--- config.mk ---
export PLATFORM = sky130hd
export DESIGN_NAME = spi_gap_master
export DESIGN_NICKNAME = d
export VERILOG_FILES = /design/src/rtl/spi_gap_pkg.sv /design/src/rtl/spi_gap_fifo.sv /design/src/rtl/spi_gap_tick.sv /design/src/rtl/spi_gap_engine.sv /design/src/rtl/spi_gap_master.sv
export SDC_FILE = /design/constraint.sdc
export NUM_CORES = 1
export LEC_CHECK = 0
export CORE_MARGIN = 3
export CORE_UTILIZATION = 30
export CTS_CLUSTER_SIZE = 40
export DETAILED_ROUTE_END_ITERATION = 16
export GPL_TIMING_DRIVEN = 0
export PLACE_DENSITY = 0.53
export SYNTH_ARGS = -nofsm -noshare
export SYNTH_HDL_FRONTEND = slang
export SYNTH_SLANG_ARGS = --single-unit
export TNS_END_PERCENT = 10
--- constraint.sdc ---
create_clock -name clk -period 6.1 [get_ports clk]
set_input_delay 0.61 -clock clk [delete_from_list [all_inputs] [get_ports clk]]
set_output_delay 0.61 -clock clk [all_outputs]
set_load 0.05 [all_outputs]
--- src/rtl/spi_gap_pkg.sv ---
package spi_gap_pkg;

    localparam int DATA_W = 32;
    localparam int LEN_W  = 6;

    typedef enum logic [1:0] {
        ST_IDLE  = 2'd0,
        ST_SHIFT = 2'd1,
        ST_GAP   = 2'd2
    } eng_state_e;

    // Rounds a requested length up to a supported size; illegal values give 8.
    function automatic logic [LEN_W-1:0] eff_len(input logic [LEN_W-1:0] req);
        logic [LEN_W-1:0] r;
        if (req == '0 || req > LEN_W'(32)) begin
            r = LEN_W'(8);
        end else if (req > LEN_W'(16)) begin
            r = LEN_W'(32);
        end else if (req > LEN_W'(8)) begin
            r = LEN_W'(16);
        end else begin
            r = LEN_W'(8);
        end
        return r;
    endfunction

endpackage

--- src/rtl/spi_gap_fifo.sv ---
module spi_gap_fifo #(
    parameter int WIDTH = 32,
    parameter int DEPTH = 8
) (
    input  logic             clk,
    input  logic             rst_n,
    input  logic             push,
    input  logic [WIDTH-1:0] wdata,
    input  logic             pop,
    output logic [WIDTH-1:0] rdata,
    output logic             empty,
    output logic             full
);
    localparam int AW = (DEPTH > 1) ? $clog2(DEPTH) : 1;
    localparam int CW = AW + 1;

    typedef struct packed {
        logic [AW-1:0] wr_ptr;
        logic [AW-1:0] rd_ptr;
        logic [CW-1:0] count;
    } fifo_t;

    fifo_t q, d;
    logic [WIDTH-1:0] mem [DEPTH];
    logic do_wr, do_rd;

    function automatic logic [AW-1:0] nxt(input logic [AW-1:0] p);
        return (p == AW'(DEPTH - 1)) ? '0 : p + AW'(1);
    endfunction

    always_comb begin
        d     = q;
        empty = (q.count == '0);
        full  = (q.count == CW'(DEPTH));
        do_wr = push && !full;
        do_rd = pop && !empty;
        if (do_wr) d.wr_ptr = nxt(q.wr_ptr);
        if (do_rd) d.rd_ptr = nxt(q.rd_ptr);
        case ({do_wr, do_rd})
            2'b10:   d.count = q.count + CW'(1);
            2'b01:   d.count = q.count - CW'(1);
            default: d.count = q.count;
        endcase
    end

    always_ff @(posedge clk or negedge rst_n) begin
        if (!rst_n) q <= '0;
        else        q <= d;
    end

    always_ff @(posedge clk) begin
        if (do_wr) mem[q.wr_ptr] <= wdata;
    end

    assign rdata = mem[q.rd_ptr];

    AST_FIFO_FULL_HOLDS: assert property (@(posedge clk) disable iff (!rst_n)
        (full && push && !pop) |=> full);

endmodule

--- src/rtl/spi_gap_tick.sv ---
module spi_gap_tick #(
    parameter int PRE_W = 8
) (
    input  logic             clk,
    input  logic             rst_n,
    input  logic             en,
    input  logic [PRE_W-1:0] limit,
    output logic             tick
);
    typedef struct packed {
        logic [PRE_W-1:0] cnt;
    } tick_t;

    tick_t q, d;

    always_comb begin
        d    = q;
        tick = en && (q.cnt == limit);
        if (!en || tick) d.cnt = '0;
        else             d.cnt = q.cnt + PRE_W'(1);
    end

    always_ff @(posedge clk or negedge rst_n) begin
        if (!rst_n) q <= '0;
        else        q <= d;
    end

    AST_TICK_SPACED: assert property (@(posedge clk) disable iff (!rst_n)
        (tick && limit != '0 && $stable(limit)) |=> !tick);

endmodule

--- src/rtl/spi_gap_engine.sv ---
module spi_gap_engine
    import spi_gap_pkg::*;
#(
    parameter int PRE_W = 8,
    parameter int GAP_W = 5
) (
    input  logic              clk,
    input  logic              rst_n,
    input  logic [PRE_W-1:0]  prescale,
    input  logic [GAP_W-1:0]  gap_count,
    input  logic [LEN_W-1:0]  word_len,
    input  logic              cpol,
    input  logic              cpha,
    input  logic              three_wire,
    input  logic              hd_rx,
    input  logic              cs_en,
    input  logic              tx_empty,
    input  logic [DATA_W-1:0] tx_data,
    output logic              tx_pop,
    input  logic              tick,
    output logic              shift_en,
    output logic [PRE_W-1:0]  pre_cur,
    input  logic              miso,
    input  logic              sdio_i,
    output logic              rx_push,
    output logic [DATA_W-1:0] rx_word,
    output logic              sclk,
    output logic              mosi,
    output logic              mosi_oe,
    output logic              cs_n,
    output logic              busy,
    output logic              done
);
    localparam int GAP_CYC_W = GAP_W + 3;
    localparam int EDGE_W    = LEN_W + 1;

    typedef struct packed {
        eng_state_e         st;
        logic               sclk;
        logic [EDGE_W-1:0]  edge_cnt;
        logic [GAP_CYC_W-1:0] gap_cnt;
        logic [GAP_W-1:0]   gap;
        logic [PRE_W-1:0]   pre;
        logic [DATA_W-1:0]  tx_sr;
        logic [DATA_W-1:0]  rx_sr;
        logic [LEN_W-1:0]   wlen;
        logic               cpha;
        logic               tw;
        logic               rx_en;
        logic               oe;
        logic               done;
        logic               cs_n;
    } eng_t;

    eng_t q, d;

    logic [GAP_CYC_W-1:0] gap_len;
    logic [EDGE_W-1:0]    e_n, two_w, last_samp;
    logic [LEN_W-1:0]     len_new;
    logic                 do_load, start_ok, din, samp_edge, shift_edge;

    always_comb begin
        d          = q;
        d.done     = 1'b0;
        tx_pop     = 1'b0;
        rx_push    = 1'b0;
        do_load    = 1'b0;
        samp_edge  = 1'b0;
        shift_edge = 1'b0;
        start_ok   = cs_en && !tx_empty;
        len_new    = eff_len(word_len);
        gap_len    = GAP_CYC_W'({q.gap, 2'b00}) + GAP_CYC_W'(10);
        two_w      = {q.wlen, 1'b0};
        last_samp  = q.cpha ? two_w : two_w - EDGE_W'(1);
        e_n        = q.edge_cnt + EDGE_W'(1);
        din        = q.tw ? sdio_i : miso;

        case (q.st)
            ST_IDLE: begin
                d.sclk = cpol;
                d.oe   = !(three_wire && hd_rx);
                if (start_ok) do_load = 1'b1;
            end
            ST_SHIFT: begin
                if (tick) begin
                    d.sclk     = ~q.sclk;
                    d.edge_cnt = e_n;
                    samp_edge  = q.cpha ? !e_n[0] : e_n[0];
                    if (q.cpha) shift_edge = e_n[0] && (e_n != EDGE_W'(1));
                    else        shift_edge = !e_n[0] && (e_n != two_w);
                    if (samp_edge) begin
                        d.rx_sr = {q.rx_sr[DATA_W-2:0], din};
                        if (e_n == last_samp && q.rx_en) rx_push = 1'b1;
                    end
                    if (shift_edge) d.tx_sr = {q.tx_sr[DATA_W-2:0], 1'b0};
                    if (e_n == two_w) begin
                        d.st      = ST_GAP;
                        d.gap_cnt = '0;
                    end
                end
            end
            ST_GAP: begin
                d.gap_cnt = q.gap_cnt + GAP_CYC_W'(1);
                if (q.gap_cnt == gap_len - GAP_CYC_W'(1)) begin
                    if (start_ok) begin
                        do_load = 1'b1;
                    end else begin
                        d.st   = ST_IDLE;
                        d.done = 1'b1;
                        d.sclk = cpol;
                    end
                end
            end
            default: d.st = ST_IDLE;
        endcase

        if (do_load) begin
            tx_pop     = 1'b1;
            d.st       = ST_SHIFT;
            d.sclk     = cpol;
            d.edge_cnt = '0;
            d.wlen     = len_new;
            d.cpha     = cpha;
            d.pre      = prescale;
            d.gap      = gap_count;
            d.tw       = three_wire;
            d.rx_en    = !(three_wire && !hd_rx);
            d.oe       = !(three_wire && hd_rx);
            d.rx_sr    = '0;
            d.tx_sr    = tx_data << (DATA_W - int'(len_new));
        end

        d.cs_n  = !(cs_en || d.st != ST_IDLE);
        rx_word = d.rx_sr;
    end

    always_ff @(posedge clk or negedge rst_n) begin
        if (!rst_n) begin
            q      <= '0;
            q.st   <= ST_IDLE;
            q.cs_n <= 1'b1;
            q.oe   <= 1'b1;
            q.wlen <= LEN_W'(8);
        end else begin
            q <= d;
        end
    end

    assign shift_en = (q.st == ST_SHIFT);
    assign pre_cur  = q.pre;
    assign sclk     = q.sclk;
    assign mosi     = q.tx_sr[DATA_W-1];
    assign mosi_oe  = q.oe;
    assign cs_n     = q.cs_n;
    assign busy     = (q.st != ST_IDLE);
    assign done     = q.done;

    AST_SCLK_RESTS: assert property (@(posedge clk) disable iff (!rst_n)
        (q.st == ST_IDLE && !tx_pop) |=> (sclk == $past(cpol)));

    AST_EDGE_BOUND: assert property (@(posedge clk) disable iff (!rst_n)
        (q.st == ST_SHIFT) |-> (q.edge_cnt < two_w));

    AST_CS_IN_GAP: assert property (@(posedge clk) disable iff (!rst_n)
        (q.st == ST_GAP) |-> !cs_n);

    AST_DONE_SINGLE: assert property (@(posedge clk) disable iff (!rst_n)
        done |=> !done);

    AST_DONE_AT_FALL: assert property (@(posedge clk) disable iff (!rst_n)
        $fell(busy) |-> done);

    AST_RX_GATED: assert property (@(posedge clk) disable iff (!rst_n)
        rx_push |-> (q.st == ST_SHIFT && !(q.tw && !q.rx_en)));

    AST_NO_START_DISABLED: assert property (@(posedge clk) disable iff (!rst_n)
        (!cs_en && q.st == ST_IDLE) |=> !busy);

endmodule

--- src/rtl/spi_gap_master.sv ---
module spi_gap_master
    import spi_gap_pkg::*;
#(
    parameter int PRE_W      = 8,
    parameter int GAP_W      = 5,
    parameter int FIFO_DEPTH = 8
) (
    input  logic              clk,
    input  logic              rst_n,
    input  logic              tx_push,
    input  logic [DATA_W-1:0] tx_data,
    output logic              tx_full,
    input  logic              rx_pop,
    output logic [DATA_W-1:0] rx_data,
    output logic              rx_valid,
    input  logic [PRE_W-1:0]  prescale,
    input  logic [GAP_W-1:0]  gap_count,
    input  logic [LEN_W-1:0]  word_len,
    input  logic              cpol,
    input  logic              cpha,
    input  logic              three_wire,
    input  logic              hd_rx,
    input  logic              cs_en,
    output logic              sclk,
    output logic              mosi,
    output logic              mosi_oe,
    output logic              cs_n,
    input  logic              miso,
    input  logic              sdio_i,
    output logic              busy,
    output logic              done
);
    logic              tx_empty, tx_pop;
    logic [DATA_W-1:0] tx_head;
    logic              rx_push, rx_empty, rx_full_unused;
    logic [DATA_W-1:0] rx_word;
    logic              tick, shift_en;
    logic [PRE_W-1:0]  pre_cur;

    spi_gap_fifo #(.WIDTH(DATA_W), .DEPTH(FIFO_DEPTH)) u_txq (
        .clk(clk), .rst_n(rst_n),
        .push(tx_push), .wdata(tx_data),
        .pop(tx_pop), .rdata(tx_head),
        .empty(tx_empty), .full(tx_full)
    );

    spi_gap_fifo #(.WIDTH(DATA_W), .DEPTH(FIFO_DEPTH)) u_rxq (
        .clk(clk), .rst_n(rst_n),
        .push(rx_push), .wdata(rx_word),
        .pop(rx_pop), .rdata(rx_data),
        .empty(rx_empty), .full(rx_full_unused)
    );

    spi_gap_tick #(.PRE_W(PRE_W)) u_tick (
        .clk(clk), .rst_n(rst_n),
        .en(shift_en), .limit(pre_cur), .tick(tick)
    );

    spi_gap_engine #(.PRE_W(PRE_W), .GAP_W(GAP_W)) u_eng (
        .clk(clk), .rst_n(rst_n),
        .prescale(prescale), .gap_count(gap_count), .word_len(word_len),
        .cpol(cpol), .cpha(cpha), .three_wire(three_wire), .hd_rx(hd_rx),
        .cs_en(cs_en),
        .tx_empty(tx_empty), .tx_data(tx_head), .tx_pop(tx_pop),
        .tick(tick), .shift_en(shift_en), .pre_cur(pre_cur),
        .miso(miso), .sdio_i(sdio_i),
        .rx_push(rx_push), .rx_word(rx_word),
        .sclk(sclk), .mosi(mosi), .mosi_oe(mosi_oe), .cs_n(cs_n),
        .busy(busy), .done(done)
    );

    assign rx_valid = !rx_empty;

    AST_RX_DROP_FULL: assert property (@(posedge clk) disable iff (!rst_n)
        (rx_full_unused && !rx_pop) |=> !rx_empty);

endmodule

==> impl_metrics.json <==
{
  "grt_use_met3_pct": 2.78,
  "ioPinCount": 102,
  "num-fill-cells": 8130,
  "place_inst": 2874,
  "synth_flop_cell": "edfxtp_1",
  "hold_buffers": 1,
  "htree_levels": 3,
  "synth_area_um2": 26600,
  "grt_max_degree": 93,
  "grt_use_met1_pct": 18.0,
  "max-cap-violations": 0,
  "vdd_drop_max_mv": 0.403,
  "outcome": "complete, no violations",
  "cp.required_ns": 5.49,
  "postSynth.asyncResetShare_pct": 20.5,
  "cts_setup_buffers": 0,
  "report.final.hold_viol_count": 0,
  "dieArea_um2": 92400,
  "yosysSeqAreaShare_pct": 70.2,
  "cts-root-buf": "clkbuf_16",
  "final_common_cell": "edfxtp_1",
  "clkLatencyLatePin_ns": 0.62,
  "rsz0062_at_grt": "no",
  "max-slew-margin-rel_pct": 26.9,
  "ys_seq_elements": 644,
  "yosys.area_share.xor_xnor_pct": 1.39,
  "grt_pass1_wl_um": 96300,
  "placed_cell_area_um2": 29800,
  "rows": 108,
  "core-area_um2": 87400,
  "r2r_end": "u_rxq.mem[4][10]",
  "final-max-slew-violation-count": 0,
  "track_usage_pct": 13.6,
  "synth.avg_cell_area_um2": 17.2,
  "first_iter_violations": 939,
  "cts-resized-gates": 0,
  "dr.pass1.iters": 5,
  "dp_hpwl_um": 44600,
  "vias_per_cell": 4.77,
  "hold_depth": 1,
  "p_leak_nw": 11.4,
  "start_util_pct": 30.5,
  "fmax_mhz": 212,
  "grt_busiest_layer": "met2",
  "r2r_setup_slack_ns": 1.70,
  "gp_congestion": 0.789,
  "grtUsageMet2_pct": 23.2,
  "cts_sinks": 644,
  "dieWidth_um": 304,
  "startpoint_type": "flop",
  "synth_edf_count": 512,
  "ant_nets": 0,
  "synthAdderAreaFrac_pct": 1.30,
  "timing.final.crit_share_pct": 77.2,
  "setup_viol": 0,
  "synth_top_family_by_area": "multiplexers",
  "critPathMaxFanout": 10,
  "power_mw": 14.5,
  "min_period_ns": 4.71,
  "grt_pass1_vias": 15184,
  "vias": 14352,
  "reg2reg_from": "u_eng.q[106]",
  "synth.area.mux_share_pct": 16.1,
  "die_y_um": 304,
  "cts_tree": "done",
  "clk_path_buf_depth": 3,
  "fin_nets": 1883,
  "path_class": "reg -> out",
  "drt_wl_total_um": 63400,
  "cts_buffers": 72,
  "synth_warnings": 0,
  "design_area_um2": 32300,
  "cp-end-kind": "primary output",
  "drive_above_1_share_pct": 23.1,
  "p_per_area_nw_per_um2": 448,
  "globalRouteOverflowTotal": 0,
  "reg2reg_depth": 13,
  "wl_per_cell_um": 21.1,
  "synthSimpleGateAreaFrac_pct": 5.80,
  "hold_class": "reg -> reg",
  "min_from": "u_rxq.q[3]",
  "min_to": "u_rxq.q[3]",
  "final_core_util_pct": 36.9,
  "cp_data_arrival_time_ns": 4.10,
  "tightestPinTransition_ns": 1.10,
  "route.detailed.drc": 0,
  "io_buffers": 101,
  "clkTransAtPathRegs_ns": 0.06,
  "syn_nets": 1640,
  "synth.distinct_cells": 65,
  "antenna_found_initial": 3,
  "areaGrowthSynthToFinish_pct": 21.3,
  "clock_skew_ns": 0.0355,
  "syn_inst": 1551,
  "synth_compound_area_share_pct": 3.40,
  "mostFrequentLayoutCells": "edfxtp_1, nand2_1, dfrtp_1",
  "stdcell_count": 3009
}
==> synth_stat cells (all sizes together) (3+ instances only) <==
| master | number | share of area [%] |
|---|---|---|
| o2bb2ai | 3 | 0.099 |
| dfrtp | 129 | 12 |
| inv | 33 | 0.47 |
| and3 | 8 | 0.19 |
| and2 | 4 | 0.094 |
| nand2 | 198 | 2.8 |
| nor2 | 35 | 0.49 |
| clkbuf | 42 | 0.59 |
| o21ai | 17 | 0.32 |
| nand3b | 3 | 0.085 |
| mux2 | 73 | 3.5 |
| a211oi | 9 | 0.25 |
| xor2 | 16 | 0.53 |
| a21boi | 3 | 0.085 |
| nor2b | 9 | 0.21 |
| xnor2 | 21 | 0.69 |
| dfstp | 3 | 0.30 |
| a311o | 7 | 0.26 |
| nor3b | 3 | 0.085 |
| o211ai | 5 | 0.19 |
| ha | 26 | 1.2 |
| nand4 | 7 | 0.16 |
| mux4 | 128 | 11 |
| nand3 | 19 | 0.36 |
| a21oi | 51 | 0.97 |
| edfxtp | 512 | 58 |
| o221ai | 3 | 0.099 |
| a21o | 6 | 0.17 |
| mux2i | 48 | 1.8 |
| o22ai | 10 | 0.23 |
| o31ai | 3 | 0.085 |
| nor3 | 18 | 0.34 |
| buf | 38 | 0.74 |
| nor4 | 8 | 0.19 |
| nand2b | 25 | 0.59 |
==> power by group <==
part / internal, mW / leakage [nW] / switching [mW]
combinational: 1.97 / 3.78 / 2.72
sequential: 5.20 / 6.45 / 0.248
clock: 2.56 / 1.16 / 1.78
total: 9.73 / 11.4 / 4.75
==> critical path, stage by stage, from the launching register on <==
cell and delay [ns]:
dfrtp_1 0.38, buf_1 0.60, buf_1 0.87, mux4_2 0.61, mux2_2 0.28, clkdlybuf4s50_1 0.76
==> state kept, by name (all words and copies together) (netlist names) <==
signal	flops
u_eng.sclk	1
u_rxq.mem	256
u_eng.mosi_oe	1
u_tick.q	8
u_txq.q	10
u_eng.cs_n	1
u_rxq.q	10
u_eng.pre_cur	8
u_txq.mem	256
u_eng.q	91
u_eng.mosi	1
u_eng.done	1
==> metal layers <==
layer  wire length [µm]  up-vias
li1                   -     6496
met1              27400     7448
met2              31700      320
met3               3110       84
met4               1140        4
met5                 31        -
==> through the flow <==
stage               setup WS (ns)  setup TNS [ns]  hold slack [ns]
floorplan                   0.726               0            0.314
global placement            -3.62        -1200.21            0.474
detailed placement           1.59               0            0.479
CTS                          1.23               0            0.493
global route                 1.10               0            0.516
finish                       1.39               0            0.491
==> worst max path at each step <==
stage / startpoint / end / slack (ns) / cells after the start
after floorplan: u_eng.q[106] / u_rxq.mem[1][0] / 0.73 / 9
after global placement: u_eng.q[106] / u_rxq.mem[6][15] / -3.62 / 9
after detailed placement: u_eng.q[106] / u_rxq.mem[4][15] / 1.59 / 13
after CTS: u_rxq.q[4] / rx_data[4] / 1.23 / 5
after global routing: u_rxq.q[4] / rx_data[4] / 1.10 / 5
final: u_rxq.q[4] / rx_data[3] / 1.39 / 5
==> area by class of cell <==
class                           instances  area (µm²)  share of cell area, %
Sequential cell                       644       18700                   57.9
Multi-Input combinational cell        793        7560                   23.4
Clock buffer                           96        1960                   6.08
Timing Repair Buffer                  169        1680                   5.22
Tap cell                             1155        1450                   4.48
Clock inverter                         36         462                   1.43
Buffer                                 80         355                   1.10
Inverter                               34         129                  0.399
Antenna cell                            2        5.00                 0.0155
==> logic make-up after synthesis <==
group	after synthesis
simple gates	344
flops	644
xor+xnor	39
compound gates	134
mux	249
buf+inv	114
fa+ha+maj	27
No activity file was read; power rests on OpenSTA's default activity.
